### src/rtl/iif_pkg.sv
package iif_pkg;

    // Width of the interval code and of the tick counter that must hold 2^(2^IVAL_W-1).
    localparam int IVAL_W = 3;
    localparam int FCNT_W = 1 << IVAL_W;

    typedef enum logic [1:0] {
        TICK_NONE  = 2'd0,
        TICK_REAL  = 2'd1,
        TICK_SYNTH = 2'd2
    } tick_kind_e;

    typedef struct packed {
        logic              active;
        logic              flush_en;
        logic [IVAL_W-1:0] ival;
    } cfg_t;

    // Interval length in frame ticks for a given code.
    function automatic logic [FCNT_W-1:0] interval_frames(input logic [IVAL_W-1:0] code);
        return FCNT_W'(1) << code;
    endfunction

endpackage

### src/rtl/iif_sof_interp.sv
module iif_sof_interp
    import iif_pkg::*;
#(
    parameter int PERIOD_CYC = 25000,
    parameter int TOL_CYC    = 64
) (
    input  logic       clk,
    input  logic       rst,
    input  logic       sof_ok,
    output tick_kind_e tick_kind
);
    localparam int LATE = PERIOD_CYC - 1 + TOL_CYC;
    localparam int CW   = $clog2(LATE + 1);
    localparam logic [CW-1:0] LATE_C = CW'(LATE);
    localparam logic [CW-1:0] TOL_C  = CW'(TOL_CYC);

    logic [CW-1:0] cnt_q;
    logic          late_hit;
    logic          absorb;

    assign late_hit = (cnt_q == LATE_C);

    // Cycle counter since the last frame boundary reference.
    always_ff @(posedge clk) begin
        if (rst) begin
            cnt_q <= '0;
        end else if (sof_ok) begin
            cnt_q <= '0;
        end else if (late_hit) begin
            cnt_q <= TOL_C;
        end else begin
            cnt_q <= cnt_q + 1'b1;
        end
    end

    generate
        if (TOL_CYC > 0) begin : g_guard
            localparam logic [CW-1:0] GEND_C = CW'(2 * TOL_CYC);
            logic guard_q;
            always_ff @(posedge clk) begin
                if (rst) begin
                    guard_q <= 1'b0;
                end else if (sof_ok) begin
                    guard_q <= 1'b0;
                end else if (late_hit) begin
                    guard_q <= 1'b1;
                end else if (cnt_q >= GEND_C) begin
                    guard_q <= 1'b0;
                end
            end
            assign absorb = guard_q && (cnt_q <= GEND_C);
        end else begin : g_noguard
            assign absorb = 1'b0;
        end
    endgenerate

    always_comb begin
        tick_kind = TICK_NONE;
        if (sof_ok) begin
            if (!absorb) tick_kind = TICK_REAL;
        end else if (late_hit) begin
            tick_kind = TICK_SYNTH;
        end
    end

endmodule

### src/rtl/iif_frame_watch.sv
module iif_frame_watch
    import iif_pkg::*;
(
    input  logic              clk,
    input  logic              rst,
    input  logic              active,
    input  logic [IVAL_W-1:0] ival,
    input  logic              tick,
    input  logic              in_token,
    output logic              miss
);
    logic [FCNT_W-1:0] fcnt_q;
    logic [FCNT_W-1:0] span;

    assign span = interval_frames(ival);
    assign miss = active && tick && !in_token && (fcnt_q >= span);

    // Ticks since the last token or since the last reported miss.
    always_ff @(posedge clk) begin
        if (rst || !active || in_token) begin
            fcnt_q <= '0;
        end else if (tick) begin
            fcnt_q <= miss ? FCNT_W'(1) : fcnt_q + 1'b1;
        end
    end

endmodule

### src/rtl/iif_flush_ctrl.sv
module iif_flush_ctrl (
    input  logic clk,
    input  logic rst,
    input  logic miss,
    input  logic flush_en,
    input  logic dbl_buf,
    input  logic older_plane,
    output logic ival_err,
    output logic flush_stb,
    output logic flush_plane
);
    always_ff @(posedge clk) begin
        if (rst) begin
            ival_err    <= 1'b0;
            flush_stb   <= 1'b0;
            flush_plane <= 1'b0;
        end else begin
            ival_err    <= miss;
            flush_stb   <= miss && flush_en;
            flush_plane <= miss && flush_en && dbl_buf && older_plane;
        end
    end

endmodule

### src/rtl/iso_in_flush_mon.sv
module iso_in_flush_mon
    import iif_pkg::*;
#(
    parameter int PERIOD_CYC = 25000,
    parameter int TOL_CYC    = 64
) (
    input  logic              clk,
    input  logic              rst,
    input  logic              dev_mode,
    input  logic              pipe_iso_in,
    input  logic              flush_en,
    input  logic [IVAL_W-1:0] interval_sel,
    input  logic              dbl_buf,
    input  logic              older_plane,
    input  logic              sof_ok,
    input  logic              in_token,
    output logic              flush_stb,
    output logic              flush_plane,
    output logic              ival_err
);
    cfg_t       cfg_q;
    tick_kind_e tick_kind;
    logic       tick_any;
    logic       miss;

    always_ff @(posedge clk) begin
        if (rst) begin
            cfg_q <= '0;
        end else begin
            cfg_q.active   <= dev_mode && pipe_iso_in;
            cfg_q.flush_en <= flush_en;
            cfg_q.ival     <= interval_sel;
        end
    end

    iif_sof_interp #(
        .PERIOD_CYC(PERIOD_CYC),
        .TOL_CYC   (TOL_CYC)
    ) u_interp (
        .clk      (clk),
        .rst      (rst),
        .sof_ok   (sof_ok),
        .tick_kind(tick_kind)
    );

    assign tick_any = (tick_kind != TICK_NONE);

    iif_frame_watch u_watch (
        .clk     (clk),
        .rst     (rst),
        .active  (cfg_q.active),
        .ival    (cfg_q.ival),
        .tick    (tick_any),
        .in_token(in_token),
        .miss    (miss)
    );

    iif_flush_ctrl u_flush (
        .clk        (clk),
        .rst        (rst),
        .miss       (miss),
        .flush_en   (cfg_q.flush_en),
        .dbl_buf    (dbl_buf),
        .older_plane(older_plane),
        .ival_err   (ival_err),
        .flush_stb  (flush_stb),
        .flush_plane(flush_plane)
    );

endmodule

### config.mk
export PLATFORM = sky130hd
export DESIGN_NAME = iso_in_flush_mon
export DESIGN_NICKNAME = d
export VERILOG_FILES = /design/src/rtl/iif_pkg.sv /design/src/rtl/iif_sof_interp.sv /design/src/rtl/iif_frame_watch.sv /design/src/rtl/iif_flush_ctrl.sv /design/src/rtl/iso_in_flush_mon.sv
export SDC_FILE = /design/constraint.sdc
export NUM_CORES = 1
export LEC_CHECK = 0
export BUFFER_PORTS_ARGS = -buffer_cell sky130_fd_sc_hd__buf_2
export CAP_MARGIN = 20
export CORE_AREA = 2 2 54 69
export CTS_CLUSTER_DIAMETER = 80
export DETAILED_ROUTE_END_ITERATION = 16
export DIE_AREA = 0 0 56 71
export PLACE_DENSITY = 0.65
export SLEW_MARGIN = 20
export SYNTH_ARGS = -nofsm -noshare
export SYNTH_HDL_FRONTEND = slang
export SYNTH_SLANG_ARGS = --single-unit
### constraint.sdc
create_clock -name clk -period 2.5 [get_ports clk]
set_clock_uncertainty 0.1 [all_clocks]
set_input_delay 0.125 -clock clk [delete_from_list [all_inputs] [get_ports clk]]
set_output_delay 0.125 -clock clk [all_outputs]
set_load 0.02 [all_outputs]
Word-level counts from Yosys, hierarchy flattened
Cells that the tools add are included. Widths: inputs -> output; s select.

Div/mod/pow operators: 0. Reductions and logical operators: 16. Equality and inequality tests: 1. Multiplexer cells: 7. Multipliers: 0. Bitwise operators: 0. Magnitude comparators: 3. Shift operators: 1. Add/sub/neg operators: 2.

Operators by type and width (count): $add 15x1->15 const B (1); $eq 15x15->1 const B (1); $ge 15x8->1 const B (1); $le 15x8->1 const B (1); $add 8x1->8 const B (1); $ge 8x8->1 (1); $logic_and 1x1->1 (8); $mux 8 (1); $shl 1x3->8 const A (1); $mux 7 (1); $mux 2 (2); $reduce_bool 2->1 (2); $mux 1 (3); $reduce_or 3->1 (1); $logic_not 1->1 (2); $logic_or 1x1->1 (2); $reduce_or 2->1 (1).

Bits of input ports: 12. Flip-flop bits (word level): 32. Word-level logic and storage cells: 40. Memory bits (writable): 0. Bits in latches: 0. ROM bits: 0. Output and inout port bits: 3. Memories kept: 0.

Depth between registers and ports, before layout
Gate-level depths: netlist of the first run.

Depth in word-level cells: 11. Mapped depth: 8. Gate-level depth less buffers: 8.

Cells and area by module
Synthesis of the first run repeated with hierarchy kept, for this count alone.

Cell total of the unflattened synthesis: 184. Area total of the unflattened synthesis: 1675.4 µm².

By module, submodules not included: iif_sof_interp (cells each 88, area an instance 762.0 µm², times used 1); iif_frame_watch (cells each 79, area an instance 678.2 µm², times used 1); iso_in_flush_mon (cells each 11, area an instance 151.4 µm², times used 1); iif_flush_ctrl (cells each 6, area an instance 83.8 µm², times used 1).

Worst setup path before layout of the first run
No wires, ideal clock.

Path kind: reg-to-reg. Start point: register cfg_q[1] (netlist name). End point: register u_watch.fcnt_q[2]. Slack: 0.288 ns. Period minus slack after synthesis: 2.212 ns. Arrival: 1.981 ns. Stages on the path, launching flop included: 8. Buffers on the path: 0. Path through: dfxtp_1 or3b_2 ha_1 o21a_1 nor2_1 o31a_2 o21bai_1 nor2_1.

Cells in the longest elaborated chain, start to end: 4.

RTL lines: $shl 1x3->8 (line iif_pkg.sv:21) `return FCNT_W'(1) << code;`; $ge 8x8->1 (line iif_frame_watch.sv:16) `assign miss = active && tick && !in_token && (fcnt_q >= span);`; $logic_and 1x1->1 (line iif_frame_watch.sv:16); $mux 8 (line iif_frame_watch.sv:23) `fcnt_q <= miss ? FCNT_W'(1) : fcnt_q + 1'b1;`; end signal, assigned (line iif_frame_watch.sv:23); end, declared (line iif_frame_watch.sv:12) `logic [FCNT_W-1:0] fcnt_q;`.

No other way between the ends. A chain may end at the register's enable or synchronous reset.

Worst setup path in the final report of the first run
Start point: register cfg_q[0] (netlist name). End point: register u_watch.fcnt_q[5].

Cells in the longest elaborated chain, start to end: 4.

RTL lines (line): $shl 1x3->8 (iif_pkg.sv:21); $ge 8x8->1 (iif_frame_watch.sv:16); $logic_and 1x1->1 (iif_frame_watch.sv:16); $mux 8 (iif_frame_watch.sv:23).

No other way between the ends.

==> results of run 1 <==
==> logic make-up after synthesis <==
logic type / Yosys count / share of synthesized area (%)
AOI/OAI and AO/OA: 24 / 11.8
xor gates and xnor gates: 15 / 8.24
and+or+nand+nor: 83 / 28.3
adders and majority gates: 11 / 8.63
DFF: 32 / 40.2
buffers and inverters: 10 / 2.83
==> layout by cell type (no fill, tap or decap), types with 3 or more instances in the layout <==
| master | Yosys | routed |
|---|---|---|
| nor2b_1 | 4 | 4 |
| nand3b_1 | 3 | 3 |
| or3_1 | 3 | 3 |
| nor2_1 | 22 | 22 |
| ha_1 | 11 | 11 |
| buf_4 | 0 | 3 |
| inv_1 | 7 | 7 |
| a21oi_1 | 5 | 5 |
| nand4_1 | 3 | 3 |
| clkbuf_8 | 0 | 6 |
| and3_1 | 3 | 3 |
| xor2_1 | 10 | 10 |
| buf_2 | 0 | 14 |
| nand3_1 | 14 | 14 |
| nor3_1 | 5 | 5 |
| dlygate4sd3_1 | 0 | 7 |
| o21ai_0 | 3 | 3 |
| xnor2_1 | 5 | 5 |
| dfxtp_1 | 32 | 32 |
| nor4_1 | 3 | 3 |
| nand2_1 | 9 | 9 |
==> flip-flops by register name, indices dropped and copies added (netlist names) <==
signal                    count
u_flush.ival_err              1
u_interp.cnt_q               15
u_interp.g_guard.guard_q      1
u_watch.fcnt_q                8
u_flush.flush_stb             1
cfg_q                         5
u_flush.flush_plane           1
==> routing by layer <==
metal,vias to the layer above,GRT usage (%)
met2,12,32.5
met1,609,18.3
met3,9,5.12
met4,0,8.73
li1,677,-
met5,-,0
==> through the flow <==
step	worst slack [ps]	instance area, µm²
floorplan	288	1590
global placement	231	1720
detailed placement	173	1720
CTS	165	1880
global route	13.1	1880
finish	143	1880
==> critical path, cell delays in order (launching register included) <==
cell and delay, ps:
dfxtp_1 430, or3b_2 470, ha_1 280, a2111oi_0 400, o31a_2 240, o21bai_1 80
buf_4 180, a21oi_1 110
==> worst min-delay path by stage <==
stage	start	end	cells after the start
finish	rst	cfg_q[2]	2
global route	dbl_buf	u_flush.flush_plane	2
global placement	flush_en	cfg_q[3]	2
floorplan	rst	cfg_q[4]	1
detailed placement	interval_sel[2]	cfg_q[2]	2
CTS	rst	cfg_q[4]	2
==> area by class of cell <==
cell class,instances,area (µm²)
flip-flops and latches,32,641
inverters,7,26.3
repair buffers,24,163
clock buffers,8,90.1
fillers,315,1490
well taps,39,48.8
multi-input cells,133,908
==> synthesized netlist by cell type (all sizes together) (5+ instances only) <==
cell,n
inv,7
nand3,14
xnor2,5
dfxtp,32
xor2,10
nor3,5
ha,11
a21oi,6
nor2,22
nand2,9
==> report_power, final <==
group	internal, mW	leakage [nW]	switching, mW
Sequential	0.516	0.259	0.00600
Combinational	0.0329	0.428	0.0284
Clock	0.224	0.0455	0.170
Total	0.773	0.732	0.204
==> timing repair <==
action | CTS | global route
resized for setup | 0 | 0
endpoints found under the hold margin | 7 | 0
hold buffers | 7 | 0
setup endpoints to repair | 0 | 0
==> summary.md, run 1 <==
| Metric | Value |
|---|---|
| Crit path kind | reg -> reg |
| Crit. End Element | flop |
| Top cells by area, synth | dfxtp_1, ha_1, xor2_1, nor2_1, nand3_1 |
| Post-route minimum period | 2360 ps |
| Top sig layer | met4 |
| Max-Slew Margin vs Limit | 69.1% |
| R2R Path End | u_watch.fcnt_q[5] |
| Clock sinks | 32 |
| WL met1 | 1240 µm |
| Num ports | 15 |
| Worst Setup EP | u_watch.fcnt_q[5] |
| Netlist area before placement | 0.00159 mm² |
| Max VDD drop | 398 µV |
| Post-synthesis sequential area ratio | 40.2% |
| DRT Pass-1 Iters | 4 |
| Synth top area share | 40.2% |
| CTS HTree Levels | 2 |
| Wire length per cell | 13.0 µm |
| R2r setup slk | 140 ps |
| Leakage power | 0.732 nW |
| Number of synthesis warnings | 0 |
| Mapped Cells | 175 |
| Final ANT Viol Nets | 0 |
| Dpl hpwl | 2450 µm |
| Synthesis-to-finish area growth | 17.7% |
| Global route total overflow | 0 |
| Fin crit share | 94.3% |
| WP data required | 2610 ps |
| First-pass GRT wire length | 5440 µm |
| Startpoint types | flop |
| CTS tree | yes |
| RSZ-0062 raised after global routing | false |
| Clock Path Buffers | 2 |
| Clock transition at path regs | 60 ps |
| TNS Setup | 0 ps |
| Area of the core | 0.00336 mm² |
| Max-Cap Viols | 0 |
| Worst reg2reg path depth | 7 |
| Root buf cell | clkbuf_8 |
| Finished Layout Cells | 243 |
| Pwr/cell area | 521 mW/mm² |
| Worst r2r src | cfg_q[0] |
| Top_reg_cell synth | dfxtp_1 |
| Post-synth EDFFs | 0 |
| Slew Limit Fails | 0 |
| Mean Syn Cell Area | 9.11 µm² |
| Status | completed |
| Initial antenna violation count | 0 |
| Placer Congestion | 0.854 |
| Via/cell ratio | 5.38 |
| Min-Delay Path Class | in -> reg |
| Final net count | 226 |
| Crit Path Max Fanout | 8 |
| Largest net degree at the start of global routing | 15 |
| All-Layer GR Usage | 17.8% |
| Syn nets | 198 |
| Clk Latency, worst-skew pair | 280 ps |
| Worst hold slack | 24.9 ps |
| Yosys top cell by area | dfxtp_1 |
| DRC Markers | 0 |
| Worst-margin pin slew | 464 ps |
| Share of layout cells above drive strength 1 | 16.7% |
| Post-Route WL | 3160 µm |
| Via count | 1307 |
| Die W | 56 µm |
| Async SR Flop Fraction | 0% |
| Die area | 0.00398 mm² |
| Worst setup path startpoint | cfg_q[0] |
| Starting DRC count in detailed routing | 45 |
| Endpoints failing setup | 0 |
| Met3 Routed Length | 94 µm |
| #FFs+latches synth | 32 |
| Metal2 WL | 1740 µm |
| Distinct cell type count of the synthesized netlist | 44 |
| Placed Cells | 228 |
| Number of port buffers | 14 |
| CTS Buf Count | 5 |
| Ant diodes | 0 |
| Final hold violation count | 0 |
| Starting Density | 47.4% |
| Finished Core Util | 55.8% |
| Max Freq | 0.424 GHz |
| Vias in the first global route | 1252 |
| PnR Total Power | 977 µW |
| Die Ht | 71 µm |
| Postcts setup bufs | 0 |
| Row cnt | 24 |
| Data arrival, critical path | 2470 ps |
Power figures use the tool's default switching activity.
==> run 2, diff against run 1 <==
Settings changed: ABC_AREA set to 1, CORE_AREA 2 2 54 69 to 2 2 57 72, DIE_AREA 0 0 56 71 to 0 0 59 74.
==> run 2 against run 1 <==
  * Register-to-register slack better by 540 ps
  * Final cell count is 30% higher
  * Critical path depth is 3 higher
  * Critical path type unchanged
  * Largest power group unchanged
  * Utilization hardly changed
  * Combinational power is 15% higher
  * Highest routed layer unchanged
  * Critical endpoint is now u_watch.fcnt_q[1]
  * Largest cell class unchanged
==> summary.md, run 2 <==
| Metric | Value |
|---|---|
| Die Ht | 74 µm (was 71 µm) |
| Starting DRC count in detailed routing | 39 (was 45) |
| Data arrival, critical path | 1890 ps (was 2470 ps) |
| Post-route minimum period | 1820 ps (was 2360 ps) |
| Finished Core Util | 55.8% (about the same) |
| Leakage power | 0.867 nW (was 0.732 nW) |
| Worst-margin pin slew | 330 ps (was 464 ps) |
| Max FFs per register | 15 (unchanged) |
| Post-CTS resize count | 0 (unchanged) |
| Vias in the first global route | 1347 (was 1252) |
| R2r setup slk | 680 ps (was 140 ps) |
| Wire length per cell | 10.7 µm (was 13.0 µm) |
| Commonest non-fill, non-tap cell in the layout | nand2_1 (was dfxtp_1) |
| Mean Syn Cell Area | 7.18 µm² (was 9.11 µm²) |
| Share of layout cells above drive strength 1 | 17.5% (was 16.7%) |
| Slew Limit Fails | 0 (unchanged) |
| Post-synth EDFFs | 0 (unchanged) |
| Final ANT Viol Nets | 0 (unchanged) |
| Area of the core | 0.00369 mm² (was 0.00336 mm²) |
| Num ports | 15 (unchanged) |
| Number of port buffers | 14 (unchanged) |
| Delay-heaviest family, CP | simple AND/OR/NAND/NOR gates (was compound AO/OA/AOI/OAI gates) |
| Worst path cell trace | inv_1 > nand3_1 > ha_1 > nand2_1 > o21ai_0 > nand2_1 > nand3_1 > nand2_2 > nand2_2 > o21ai_1 (was or3b_2 > ha_1 > a2111oi_0 > o31a_2 > o21bai_1 > buf_4 > a21oi_1) |
| Int Pwr | 768 µW (was 773 µW) |
| Worst Setup EP | u_watch.fcnt_q[1] (was u_watch.fcnt_q[5]) |
| Number of synthesis warnings | 0 (unchanged) |
| Global route total overflow | 0 (unchanged) |
| Clock transition at path regs | 70 ps (was 60 ps) |
| Commonest cells in the synthesized netlist | nand2_1, inv_1, nor2_1 (was dfxtp_1, nor2_1, nand3_1) |
| Distinct cell type count of the synthesized netlist | 33 (was 44) |
| Gate power share | 7.1% (was 6.3%) |
| Setup WS post-layout | 683 ps (was 143 ps) |
| Row cnt | 25 (was 24) |
| Crit Path Max Fanout | 6 (was 8) |
| Count leader, synth | nand2_1 (was dfxtp_1) |
| Endpoints failing setup | 0 (unchanged) |
| Startpoint types | flop (unchanged) |
| Via/cell ratio | 4.87 (was 5.38) |
| Async SR Flop Fraction | 0% (unchanged) |
| WP data required | 2570 ps (was 2610 ps) |
| Mapped Cells | 248 (was 175) |
| Switching part of the total | 22.8% (was 20.9%) |
| Die W | 59 µm (was 56 µm) |
| Clk Latency, worst-skew pair | 280 ps (about the same) |
| Top_reg_cell synth | dfxtp_1 (unchanged) |
| Postcts setup bufs | 0 (unchanged) |
| Via count | 1535 (was 1307) |
| Max-Cap Viols | 0 (unchanged) |
| Synth top area share | 36.0% (was 40.2%) |
| Starting Density | 48.3% (was 47.4%) |
| Net Sw Power | 227 µW (was 204 µW) |
| Largest regs | u_interp.cnt_q (15), u_watch.fcnt_q (8), cfg_q (5) (unchanged) |
| Hold Startpoint | sof_ok (was rst) |
| R2R Path End | u_watch.fcnt_q[1] (was u_watch.fcnt_q[5]) |
| Dpl ws | 662 ps (was 173 ps) |
| Initial antenna violation count | 0 (unchanged) |
| Crit path depth | 10 (was 7) |
| CTS tree | yes (unchanged) |
| First-pass GRT wire length | 5520 µm (was 5440 µm) |
| DRT Pass-1 Iters | 4 (unchanged) |
| Clock sinks | 32 (unchanged) |
| Crit. End Element | flop (unchanged) |
| Post-Route WL | 3360 µm (was 3160 µm) |
| Post-synthesis sequential area ratio | 36.0% (was 40.2%) |
| Die area | 0.00437 mm² (was 0.00398 mm²) |
| Netlist area before placement | 0.00178 mm² (was 0.00159 mm²) |
| Clock Path Buffers | 2 (unchanged) |
| Placer Congestion | 0.798 (was 0.854) |
| Max Freq | 0.550 GHz (was 0.424 GHz) |
| RSZ-0062 raised after global routing | false (unchanged) |
| #FFs+latches synth | 32 (unchanged) |
| Pwr/cell area | 483 mW/mm² (was 521 mW/mm²) |
| Root buf cell | clkbuf_8 (unchanged) |
| Most frequent cells in the layout | nand2_1, inv_1, nor2_1, dfxtp_1, nand3_1 (was dfxtp_1, nor2_1, nand3_1, buf_2, ha_1) |
| CTS HTree Levels | 2 (unchanged) |
| Max VDD drop | 301 µV (was 398 µV) |
| TNS Setup | 0 ps (unchanged) |
| Fin crit share | 72.7% (was 94.3%) |
| Dpl hpwl | 2520 µm (was 2450 µm) |
| Yosys top cell by area | dfxtp_1 (unchanged) |
| Largest register by flop count | u_interp.cnt_q (unchanged) |
| Syn nets | 271 (was 198) |
| Crit path kind | reg -> reg (unchanged) |
| Clock share of power | 40.5% (was 40.3%) |
| Final net count | 297 (was 226) |
| Worst setup path startpoint | cfg_q[2] (was cfg_q[0]) |
| Worst r2r src | cfg_q[2] (was cfg_q[0]) |
| WP buf/inv | 1 (unchanged) |
| Synthesis-to-finish area growth | 15.6% (was 17.7%) |
| Min-Delay Path Class | in -> reg (unchanged) |
| Max stage delay on crit path | 350 ps (was 470 ps) |
| CP max-delay cell | dfxtp_1 (was or3b_2) |
| Top cells by area, synth | dfxtp_1, nand2_1, ha_1, inv_1, nor2_1 (was dfxtp_1, ha_1, xor2_1, nor2_1, nand3_1) |
| All-Layer GR Usage | 16.7% (was 17.8%) |
| Reg power frac | 52.4% (was 53.4%) |
| Largest net degree at the start of global routing | 12 (was 15) |
| DRC Markers | 0 (unchanged) |
| CTS Buf Count | 5 (unchanged) |
| Status | completed (unchanged) |
| Final hold violation count | 0 (unchanged) |
| Ant diodes | 0 (unchanged) |
| Worst reg2reg path depth | 10 (was 7) |
| Max-Slew Margin vs Limit | 78.0% (was 69.1%) |
==> run 2: area by class of cell <==
type / count / area, µm²
Clock buffer: 6 / 82.6
Inverter: 37 / 139
Timing Repair Buffer: 22 / 150
Clock inverter: 2 / 10.0
Tap cell: 40 / 50.0
Fill cell: 367 / 1630
Multi-Input combinational cell: 176 / 987
Sequential cell: 32 / 641
==> run 2: worst min path at each step <==
stage	endpoint	cells past startpoint
6_report	u_interp.cnt_q[6]	3
5_1_grt	u_interp.cnt_q[6]	3
4_1_cts	u_interp.cnt_q[6]	3
3_5_place_dp	cfg_q[0]	3
3_3_place_gp	cfg_q[0]	3
2_1_floorplan	cfg_q[0]	2
==> run 2: power groups by stage <==
stage               clock (mW)  sequential, mW  combinational, mW
global placement             0           0.533             0.0611
floorplan                    0           0.532             0.0441
detailed placement           0           0.533             0.0619
CTS                      0.422           0.521             0.0713
global route             0.443           0.522             0.0803
finish                   0.403           0.521             0.0706
==> run 2: worst reg2reg max path, stage by stage, from the launching register on <==
cell and delay [ps]:
dfxtp_1 350, inv_1 100, nand3_1 90, ha_1 310
nand2_1 70, o21ai_0 190, nand2_1 70, nand3_1 110
nand2_2 110, nand2_2 130, o21ai_1 70
==> run 2: stage by stage <==
step | power, mW | instances | hold slack [ps] | cell area [µm²]
after floorplan | 0.576 | 248 | 132 | 1780
after global placement | 0.594 | 299 | 227 | 1890
after detailed placement | 0.595 | 299 | 232 | 1890
after CTS | 1.01 | 315 | 21.0 | 2060
after global routing | 1.04 | 315 | 24.8 | 2060
final | 0.995 | 315 | 29.5 | 2060
==> run 2: cell families (layout without fill, tap and decap cells) <==
family | Yosys count | in the layout | share of synthesized area (%)
flip-flops | 32 | 32 | 36.0
XOR/XNOR | 6 | 6 | 2.95
buffers and inverters | 40 | 67 | 8.64
AO/OA/AOI/OAI | 21 | 21 | 6.11
AND/OR/NAND/NOR | 138 | 138 | 38.6
adder cells (fa/ha/maj) | 11 | 11 | 7.72
==> run 2: metal layers <==
layer | track usage, % | vias up | wire (µm)
met5 | 0 | - | 0
met4 | 6.82 | 0 | 46
met3 | 4.70 | 4 | 60
met2 | 30.2 | 7 | 1810
met1 | 17.9 | 678 | 1440
li1 | - | 846 | -
==> run 2: repair_timing <==
| action | 4_1_cts | 5_1_grt |
|---|---|---|
| setup endpoints to repair | 0 | 0 |
| hold buffers | 8 | 0 |
| hold endpoints to repair | 6 | 0 |
